`src/rtl/hia_pkg.sv`:
```
package hia_pkg;

  // Register byte offsets
  localparam int unsigned HIA_OFS_MINT_STAT  = 32'h1000;
  localparam int unsigned HIA_OFS_MHALT_STAT = 32'h1004;
  localparam int unsigned HIA_OFS_MINT_EN    = 32'h1008;
  localparam int unsigned HIA_OFS_MHALT_EN   = 32'h100C;
  localparam int unsigned HIA_OFS_GLB_STAT   = 32'h1010;
  localparam int unsigned HIA_OFS_GLB_EN     = 32'h1014;

  // Path indices used in the two-lane arrays
  localparam int HIA_PATH_INT  = 0;
  localparam int HIA_PATH_HALT = 1;
  localparam int HIA_NUM_PATHS = 2;

  // True when any source bit is both set and enabled
  function automatic logic hia_any_enabled(input logic [31:0] src,
                                           input logic [31:0] en);
    return |(src & en);
  endfunction

  // A lane summary passes only when its global enable is set
  function automatic logic hia_gate(input logic summary, input logic glb_en);
    return summary & glb_en;
  endfunction

endpackage

```
`src/rtl/hia_rw_field.sv`:
```
module hia_rw_field #(
  parameter int          WIDTH  = 4,
  parameter int          ADDR_W = 16,
  parameter int          DATA_W = 32,
  parameter int unsigned OFFSET = 32'h0
) (
  input  logic              clk,
  input  logic              rst_n,
  input  logic              wr_i,
  input  logic [ADDR_W-1:0] addr_i,
  input  logic [DATA_W-1:0] wdata_i,
  output logic [WIDTH-1:0]  q_o
);

  logic             hit;
  logic [WIDTH-1:0] wr_slice;

  assign hit      = wr_i && (addr_i == ADDR_W'(OFFSET));
  assign wr_slice = wdata_i[WIDTH-1:0];

  always_ff @(posedge clk or negedge rst_n) begin
    if (!rst_n) q_o <= '0;
    else if (hit) q_o <= wr_slice;
  end

  AST_FIELD_LOAD: assert property (@(posedge clk) disable iff (!rst_n)
    hit |=> (q_o == $past(wr_slice)));

  AST_FIELD_HOLD: assert property (@(posedge clk) disable iff (!rst_n)
    !hit |=> $stable(q_o));

endmodule

```
`src/rtl/hia_cfg_regs.sv`:
```
module hia_cfg_regs
  import hia_pkg::*;
#(
  parameter int NUM_MOD = 4,
  parameter int ADDR_W  = 16,
  parameter int DATA_W  = 32
) (
  input  logic               clk,
  input  logic               rst_n,
  input  logic               wr_i,
  input  logic [ADDR_W-1:0]  addr_i,
  input  logic [DATA_W-1:0]  wdata_i,
  output logic [NUM_MOD-1:0] int_en_o,
  output logic [NUM_MOD-1:0] halt_en_o,
  output logic [1:0]         glb_en_o
);

  // Per-module interrupt enables
  hia_rw_field #(
    .WIDTH (NUM_MOD),
    .ADDR_W(ADDR_W),
    .DATA_W(DATA_W),
    .OFFSET(HIA_OFS_MINT_EN)
  ) u_int_en (
    .clk    (clk),
    .rst_n  (rst_n),
    .wr_i   (wr_i),
    .addr_i (addr_i),
    .wdata_i(wdata_i),
    .q_o    (int_en_o)
  );

  // Per-module halt enables
  hia_rw_field #(
    .WIDTH (NUM_MOD),
    .ADDR_W(ADDR_W),
    .DATA_W(DATA_W),
    .OFFSET(HIA_OFS_MHALT_EN)
  ) u_halt_en (
    .clk    (clk),
    .rst_n  (rst_n),
    .wr_i   (wr_i),
    .addr_i (addr_i),
    .wdata_i(wdata_i),
    .q_o    (halt_en_o)
  );

  // Global enables: bit 0 interrupt, bit 1 halt
  hia_rw_field #(
    .WIDTH (HIA_NUM_PATHS),
    .ADDR_W(ADDR_W),
    .DATA_W(DATA_W),
    .OFFSET(HIA_OFS_GLB_EN)
  ) u_glb_en (
    .clk    (clk),
    .rst_n  (rst_n),
    .wr_i   (wr_i),
    .addr_i (addr_i),
    .wdata_i(wdata_i),
    .q_o    (glb_en_o)
  );

endmodule

```
`src/rtl/hia_reduce.sv`:
```
module hia_reduce
  import hia_pkg::*;
#(
  parameter int NUM_MOD = 4
) (
  input  logic               clk,
  input  logic               rst_n,
  input  logic [NUM_MOD-1:0] stat_i,
  input  logic [NUM_MOD-1:0] en_i,
  input  logic               glb_en_i,
  output logic               any_o,
  output logic               line_o
);

  assign any_o  = hia_any_enabled(32'(stat_i), 32'(en_i));
  assign line_o = hia_gate(any_o, glb_en_i);

  AST_LINE_GATED: assert property (@(posedge clk) disable iff (!rst_n)
    !glb_en_i |-> !line_o);

  AST_NO_SRC_QUIET: assert property (@(posedge clk) disable iff (!rst_n)
    (stat_i == '0) |-> (!any_o && !line_o));

endmodule

```
`src/rtl/hia_aggregator.sv`:
```
module hia_aggregator
  import hia_pkg::*;
#(
  parameter int NUM_MOD = 4,
  parameter int ADDR_W  = 16,
  parameter int DATA_W  = 32
) (
  input  logic               clk,
  input  logic               rst_n,
  input  logic [NUM_MOD-1:0] leaf_int_i,
  input  logic [NUM_MOD-1:0] leaf_halt_i,
  input  logic               reg_wr_i,
  input  logic [ADDR_W-1:0]  reg_addr_i,
  input  logic [DATA_W-1:0]  reg_wdata_i,
  output logic [DATA_W-1:0]  reg_rdata_o,
  output logic               irq_o,
  output logic               halt_o
);

  logic [NUM_MOD-1:0] int_en;
  logic [NUM_MOD-1:0] halt_en;
  logic [1:0]         glb_en;

  // Per-lane views, indexed by HIA_PATH_INT / HIA_PATH_HALT
  logic [HIA_NUM_PATHS-1:0][NUM_MOD-1:0] lane_stat;
  logic [HIA_NUM_PATHS-1:0][NUM_MOD-1:0] lane_en;
  logic [HIA_NUM_PATHS-1:0]              lane_any;
  logic [HIA_NUM_PATHS-1:0]              lane_line;

  // Named decode events
  logic status_write;

  hia_cfg_regs #(
    .NUM_MOD(NUM_MOD),
    .ADDR_W (ADDR_W),
    .DATA_W (DATA_W)
  ) u_cfg (
    .clk      (clk),
    .rst_n    (rst_n),
    .wr_i     (reg_wr_i),
    .addr_i   (reg_addr_i),
    .wdata_i  (reg_wdata_i),
    .int_en_o (int_en),
    .halt_en_o(halt_en),
    .glb_en_o (glb_en)
  );

  assign lane_stat[HIA_PATH_INT]  = leaf_int_i;
  assign lane_stat[HIA_PATH_HALT] = leaf_halt_i;
  assign lane_en[HIA_PATH_INT]    = int_en;
  assign lane_en[HIA_PATH_HALT]   = halt_en;

  for (genvar p = 0; p < HIA_NUM_PATHS; p++) begin : g_lane
    hia_reduce #(
      .NUM_MOD(NUM_MOD)
    ) u_reduce (
      .clk     (clk),
      .rst_n   (rst_n),
      .stat_i  (lane_stat[p]),
      .en_i    (lane_en[p]),
      .glb_en_i(glb_en[p]),
      .any_o   (lane_any[p]),
      .line_o  (lane_line[p])
    );
  end

  assign irq_o  = lane_line[HIA_PATH_INT];
  assign halt_o = lane_line[HIA_PATH_HALT];

  // Combinational read mux
  always_comb begin
    reg_rdata_o = '0;
    if (reg_addr_i == ADDR_W'(HIA_OFS_MINT_STAT))
      reg_rdata_o[NUM_MOD-1:0] = leaf_int_i;
    else if (reg_addr_i == ADDR_W'(HIA_OFS_MHALT_STAT))
      reg_rdata_o[NUM_MOD-1:0] = leaf_halt_i;
    else if (reg_addr_i == ADDR_W'(HIA_OFS_MINT_EN))
      reg_rdata_o[NUM_MOD-1:0] = int_en;
    else if (reg_addr_i == ADDR_W'(HIA_OFS_MHALT_EN))
      reg_rdata_o[NUM_MOD-1:0] = halt_en;
    else if (reg_addr_i == ADDR_W'(HIA_OFS_GLB_STAT))
      reg_rdata_o[HIA_NUM_PATHS-1:0] = lane_any;
    else if (reg_addr_i == ADDR_W'(HIA_OFS_GLB_EN))
      reg_rdata_o[HIA_NUM_PATHS-1:0] = glb_en;
  end

  assign status_write = reg_wr_i &&
                        ((reg_addr_i == ADDR_W'(HIA_OFS_MINT_STAT))  ||
                         (reg_addr_i == ADDR_W'(HIA_OFS_MHALT_STAT)) ||
                         (reg_addr_i == ADDR_W'(HIA_OFS_GLB_STAT)));

  AST_STATUS_WR_IGNORED: assert property (@(posedge clk) disable iff (!rst_n)
    status_write |=> ($stable(int_en) && $stable(halt_en) && $stable(glb_en)));

  AST_IRQ_HAS_SOURCE: assert property (@(posedge clk) disable iff (!rst_n)
    irq_o |-> ((leaf_int_i & int_en) != '0));

  AST_HALT_HAS_SOURCE: assert property (@(posedge clk) disable iff (!rst_n)
    halt_o |-> ((leaf_halt_i & halt_en) != '0));

  AST_RESET_QUIET: assert property (@(posedge clk) disable iff (!rst_n)
    $rose(rst_n) |-> (!irq_o && !halt_o));

endmodule

```
`config.mk`:
```
export PLATFORM = sky130hd
export DESIGN_NAME = hia_aggregator
export DESIGN_NICKNAME = d
export VERILOG_FILES = /design/src/rtl/hia_pkg.sv /design/src/rtl/hia_rw_field.sv /design/src/rtl/hia_cfg_regs.sv /design/src/rtl/hia_reduce.sv /design/src/rtl/hia_aggregator.sv
export SDC_FILE = /design/constraint.sdc
export NUM_CORES = 1
export LEC_CHECK = 0
export BUFFER_PORTS_ARGS = -buffer_cell sky130_fd_sc_hd__buf_2
export CAP_MARGIN = 20
export CORE_ASPECT_RATIO = 0.5
export CORE_MARGIN = 8
export CORE_UTILIZATION = 42
export DETAILED_ROUTE_END_ITERATION = 8
export GPL_TIMING_DRIVEN = 0
export PLACE_DENSITY_LB_ADDON = 0.12
export SKIP_CTS_REPAIR_TIMING = 1
export SLEW_MARGIN = 20
export SYNTH_ARGS = -nofsm -noshare
export SYNTH_HDL_FRONTEND = slang
export SYNTH_HIERARCHICAL = 1
export SYNTH_SLANG_ARGS = --single-unit
```
`constraint.sdc`:
```
create_clock -name clk -period 2.98 [get_ports clk]
set_input_delay 0 -clock clk [delete_from_list [all_inputs] [get_ports clk]]
set_output_delay 0 -clock clk [all_outputs]
set_load 0.05 [all_outputs]
```
# --- Word level (Yosys, flattened, before mapping) ---
# Index checks and enable logic that the tools add are counted.
totals:
  out_inout_bits: 34
  register_bits: 10
  in_bits: 59
classes:
  n_eq_ne: 6
  n_mux: 7
  n_reduce_logical: 5
  n_bitwise: 4
op_table:
  columns: ["cell", "n"]
  rows:
  - ["equality test 16 x 13 -> 1 bit (second input constant)", 6]
  - ["OR reduction 32 bit", 2]
  - ["two-way mux 4 bit", 3]
  - ["AND 4 bit", 2]
  - ["two-way mux 2 bit", 4]
  - ["logical AND 1 bit", 3]
  - ["AND 1 bit", 2]

# --- Logic depth before layout (Yosys ltp) ---
depth:
  depth_word: 7
  depth_mapped: 6
  depth_no_buf: 6

# --- By module ---
# Netlist, hierarchy kept.
by_module_without_submodules:
  columns: ["mod", "area_each_um2", "n_inst", "cells_per_inst", "seq_area_each_um2"]
  rows:
  - ["hia_aggregator", 518.0, 1, 75, 0.0]
  - ["hia_rw_field (u_cfg.u_int_en)", 207.7, 1, 14, 100.1]
  - ["hia_rw_field (u_cfg.u_halt_en)", 205.2, 1, 16, 100.1]
  - ["hia_rw_field (u_cfg.u_glb_en)", 137.6, 1, 10, 50.0]
  - ["hia_reduce", 36.3, 2, 4, 0.0]

# --- Least setup slack after synthesis ---
# OpenSTA, ideal clock, no wires.
synth_timing:
  path_type: "in2out"
  start: "in reg_addr_i[15]"
  end: "out reg_rdata_o[1]"
  arrival_ps: 2150
  stages: 5
  setup_slack_ps: 830
  n_path_buf: 1
  path_cell_list: "or4_1 -> clkbuf_2 -> or2_0 -> or4_4 -> o22ai_1"
synth_via:
  elab_chain_cells: 7
synth_rtl:
  columns: ["item", "line", "text"]
  rows:
  - ["start, declared", "hia_aggregator.sv:13", "input logic [ADDR_W-1:0] reg_addr_i,"]
  - ["equality test 16 x 13 -> 1 bit", "hia_aggregator.sv:83", "else if (reg_addr_i == ADDR_W'(HIA_OFS_GLB_EN))"]
  - ["two-way mux 2 bit", "hia_aggregator.sv:83", null]
  - ["two-way mux 2 bit", "hia_aggregator.sv:81", "else if (reg_addr_i == ADDR_W'(HIA_OFS_GLB_STAT))"]
  - ["two-way mux 2 bit", "hia_aggregator.sv:79", "else if (reg_addr_i == ADDR_W'(HIA_OFS_MHALT_EN))"]
  - ["two-way mux 4 bit", "hia_aggregator.sv:77", "else if (reg_addr_i == ADDR_W'(HIA_OFS_MINT_EN))"]
  - ["two-way mux 4 bit", "hia_aggregator.sv:75", "else if (reg_addr_i == ADDR_W'(HIA_OFS_MHALT_STAT))"]
  - ["two-way mux 4 bit *", "hia_aggregator.sv:73", "if (reg_addr_i == ADDR_W'(HIA_OFS_MINT_STAT))"]
  - ["end, declared", "hia_aggregator.sv:15", "output logic [DATA_W-1:0] reg_rdata_o,"]
# Mark *: on every way between the ends. The rest lies on a longest branch, timed or not.

# --- Worst setup path after layout ---
layout_timing:
  start: "in reg_addr_i[8]"
  end: "out reg_rdata_o[1]"
# Same word-level chain as after synthesis.

==> run_results.csv <==
group,metric,value,unit
global_routing,first_global_vias,1060,
sta,slew_viol_final,0,
synth,ys_ff_latch,10,
floorplan,die-area,0.00474,mm²
pwr,irDropWorstVdd,0.323,mV
job,drv_cap,0,
floorplan,start_util,44.1,%
global_routing,groute.usage.overall,12.2,%
worst_setup_path,r2r-start,"u_cfg/u_int_en/q_o[0]",
cells_and_area,nets,251,
cells_and_area,syn2layout_area_growth,34.4,%
cells_and_area,post_route_cells_drive_above_1_share,47.1,%
pwr,power.switching,0.164,mW
sta,setup_viol_count_final,0,
worst_setup_path,crit_end,"reg_rdata_o[1]",
placed_design,dpl.hpwl,2550,µm
sta,finalHoldViolations,0,
routing,route.vias.total,1051,
placed_design,placed_cell_area,0.00147,mm²
floorplan,die_w,89.7,µm
sta,min_period_over_period,68.9,%
worst_setup_path,worstPathArrival,2.05,ns
pwr,powerDensity,305,mW/mm²
floorplan,core_area,0.00259,mm²
cells_and_area,finalNonFillerCells,228,
sta,finClkSkew,0,ns
clocking,cts_sinks,10,
synth,synth_ff_type,"dfrtp_1",
sta,setup_tns,0,ns
worst_setup_path,cp.required,2.98,ns
global_routing,grt_pass1_wl,4750,µm
floorplan,rows,13,
clocking,clkLatencyLatePin,0.23,ns
synth,yosys_warnings,6,
clocking,cts.path.max_buffers,2,
pwr,pwr-share-clk,34.9,%
synth,synth-edff-count,0,
worst_setup_path,critPathMaxFanout,7,
synth,synth_top_area_share,21.9,%
cells_and_area,antenna_cells,0,
worst_setup_path,startpoint_type,"input port",
sta,rsz0062_at_grt,"no",
cells_and_area,final_area,0.00153,mm²
worst_setup_path,critPathLaunch,"reg_addr_i[8]",
clocking,clk_pin_slew,0.05,ns
pwr,p_comb_share,36.0,%
worst_setup_path,r2r-end,"u_cfg/u_int_en/q_o[0]",
pwr,swShare,35.1,%
pwr,intPower,0.304,mW
routing,dr.first_iter.drc_count,49,
routing,ant_nets,0,
sta,slew_headroom,64.0,%
clocking,cts_root_buf,"clkbuf_8",
sta,max_freq,0.487,GHz
outcome,status,"complete, no violations",
clocking,cts_max_level,1,
worst_setup_path,criticalPathCategory,"in2out",
sta,tightest_slew,0.535,ns
synth,netlist_top_cells_area,"dfrtp_1, buf_4, mux2_2",
clocking,numCtsBuffers,3,
cells_and_area,filler_cell_count,240,
global_routing,grt_max_degree,11,
routing,dr.pass1.iters,4,
hold_path,hold_class,"in2reg",
routing,drc_errors,0,
placed_design,io_buffers,36,
routing,wl,2910,µm
routing,wl_per_cell,12.8,µm
synth,netlist_instances,123,
routing,avgViaCountPerCell,4.61,
synth,yosysTopAreaCell,"dfrtp_1",
worst_setup_path,reg2reg_depth,1,
synth,synth.yosys.seq_area_share,21.9,%
floorplan,io_pins,93,
placed_design,place_congestion,0.788,
synth,avgSynthCellArea,9.28,µm²
synth,yosysUniqueCellTypes,38,
sta,fin_crit,2.05,ns
floorplan,die_h,52.9,µm
synth,syn_area,0.00114,mm²
pwr,power.leakage,0.765,nW
placed_design,place_inst,223,
cells_and_area,utilization,59.3,%
worst_setup_path,cp-end-kind,"output pin",
synth,async_flop_share,100,%
global_routing,antenna_found_initial,0,
global_routing,globalRouteOverflowTotal,0,
worst_setup_path,rrSetupSlack,2.17,ns
pwr,seqPwrFrac,29.1,%
clocking,cts_tree,"done",
==> cell type report <==
cell class	instances	area, µm²	area share [%]
Inverter	6	22.5	1.47
Sequential cell	10	250	16.3
Clock buffer	4	55.1	3.59
Multi-Input combinational cell	102	734	47.9
Buffer	32	235	15.3
Tap cell	37	46.3	3.02
Timing Repair Buffer	37	190	12.4
==> cells in the mapped netlist (all sizes together) (4+ instances only) <==
master	n
a22oi	4
buf	30
dfrtp	10
inv	6
mux2	10
nand2	6
nor4	7
nor4b	6
or4	4
==> critical path: stages <==
cell	delay (ns)
buf_2	0.14
or4b_1	0.51
clkbuf_1	0.20
or2_0	0.25
or4_4	0.49
o22ai_1	0.17
buf_2	0.29
==> sequential cells by signal, summed over array words and instances, names as in the netlist <==
register             cells
u_cfg/u_glb_en/q_o       2
u_cfg/u_halt_en/q_o      4
u_cfg/u_int_en/q_o       4
==> layout by cell type, fill, tap and decap left out, drive strengths merged, types with 2 or more instances in the layout <==
master	synthesis	layout
conb	1	28
or4b	3	3
nor3	3	3
or4	4	4
or3	2	2
nand2b	3	3
a22oi	4	4
a21boi	2	2
nor4	7	7
buf	30	66
dfrtp	10	10
o22ai	2	2
nor2b	2	2
a222oi	3	3
nand3	3	3
nor2	2	2
mux2	10	10
inv	6	6
clkbuf	2	6
nor3b	2	2
nor4b	6	6
a21oi	3	3
nand2	6	6
==> worst min path at each step <==
stage              startpoint  slack, ns                      to  cells after the start
3_3_place_gp            rst_n      -0.13  u_cfg/u_halt_en/q_o[3]                      1
5_1_grt        reg_wdata_i[3]       0.02  u_cfg/u_halt_en/q_o[3]                      2
2_1_floorplan           rst_n      -0.30   u_cfg/u_glb_en/q_o[0]                      0
6_report       reg_wdata_i[0]       0.01   u_cfg/u_glb_en/q_o[0]                      2
3_5_place_dp            rst_n      -0.13   u_cfg/u_int_en/q_o[2]                      1
4_1_cts                 rst_n      -0.38  u_cfg/u_halt_en/q_o[3]                      1
==> power groups by stage <==
stage	registers (mW)	clock network [mW]	logic, mW
final	0.136	0.163	0.168
after global routing	0.136	0.174	0.179
after CTS	0.136	0.170	0.165
after detailed placement	0.138	0	0.164
after floorplan	0.138	0	0.125
after global placement	0.138	0	0.164
==> layer usage <==
| metal | share of wire [%] | wire length [µm] | GRT usage [%] |
|---|---|---|---|
| met1 | 46 | 1340 | 15.1 |
| met2 | 43 | 1240 | 19.6 |
| met3 | 11 | 309 | 3.24 |
| met4 | 0.65 | 19 | 5.82 |
| met5 | 0 | 0 | 0 |
==> cells by family after synthesis <==
| kind of cell | count (synthesis) | synth area share, % |
|---|---|---|
| AO/OA/AOI/OAI | 18 | 13.8 |
| buffers and inverters | 38 | 22.6 |
| flip-flops | 10 | 21.9 |
| multiplexers | 11 | 10.7 |
| other | 1 | 0.329 |
| AND/OR/NAND/NOR | 45 | 30.6 |
==> stage by stage <==
step / power (mW) / hold slack (ns) / worst slack [ns]
finish: 0.468 / 0.0139 / 0.926
global route: 0.489 / 0.0167 / 0.829
CTS: 0.471 / -0.383 / 0.957
detailed placement: 0.303 / -0.132 / 0.972
global placement: 0.303 / -0.134 / 0.939
floorplan: 0.263 / -0.296 / 0.830
Power figures use the tool's default switching activity.
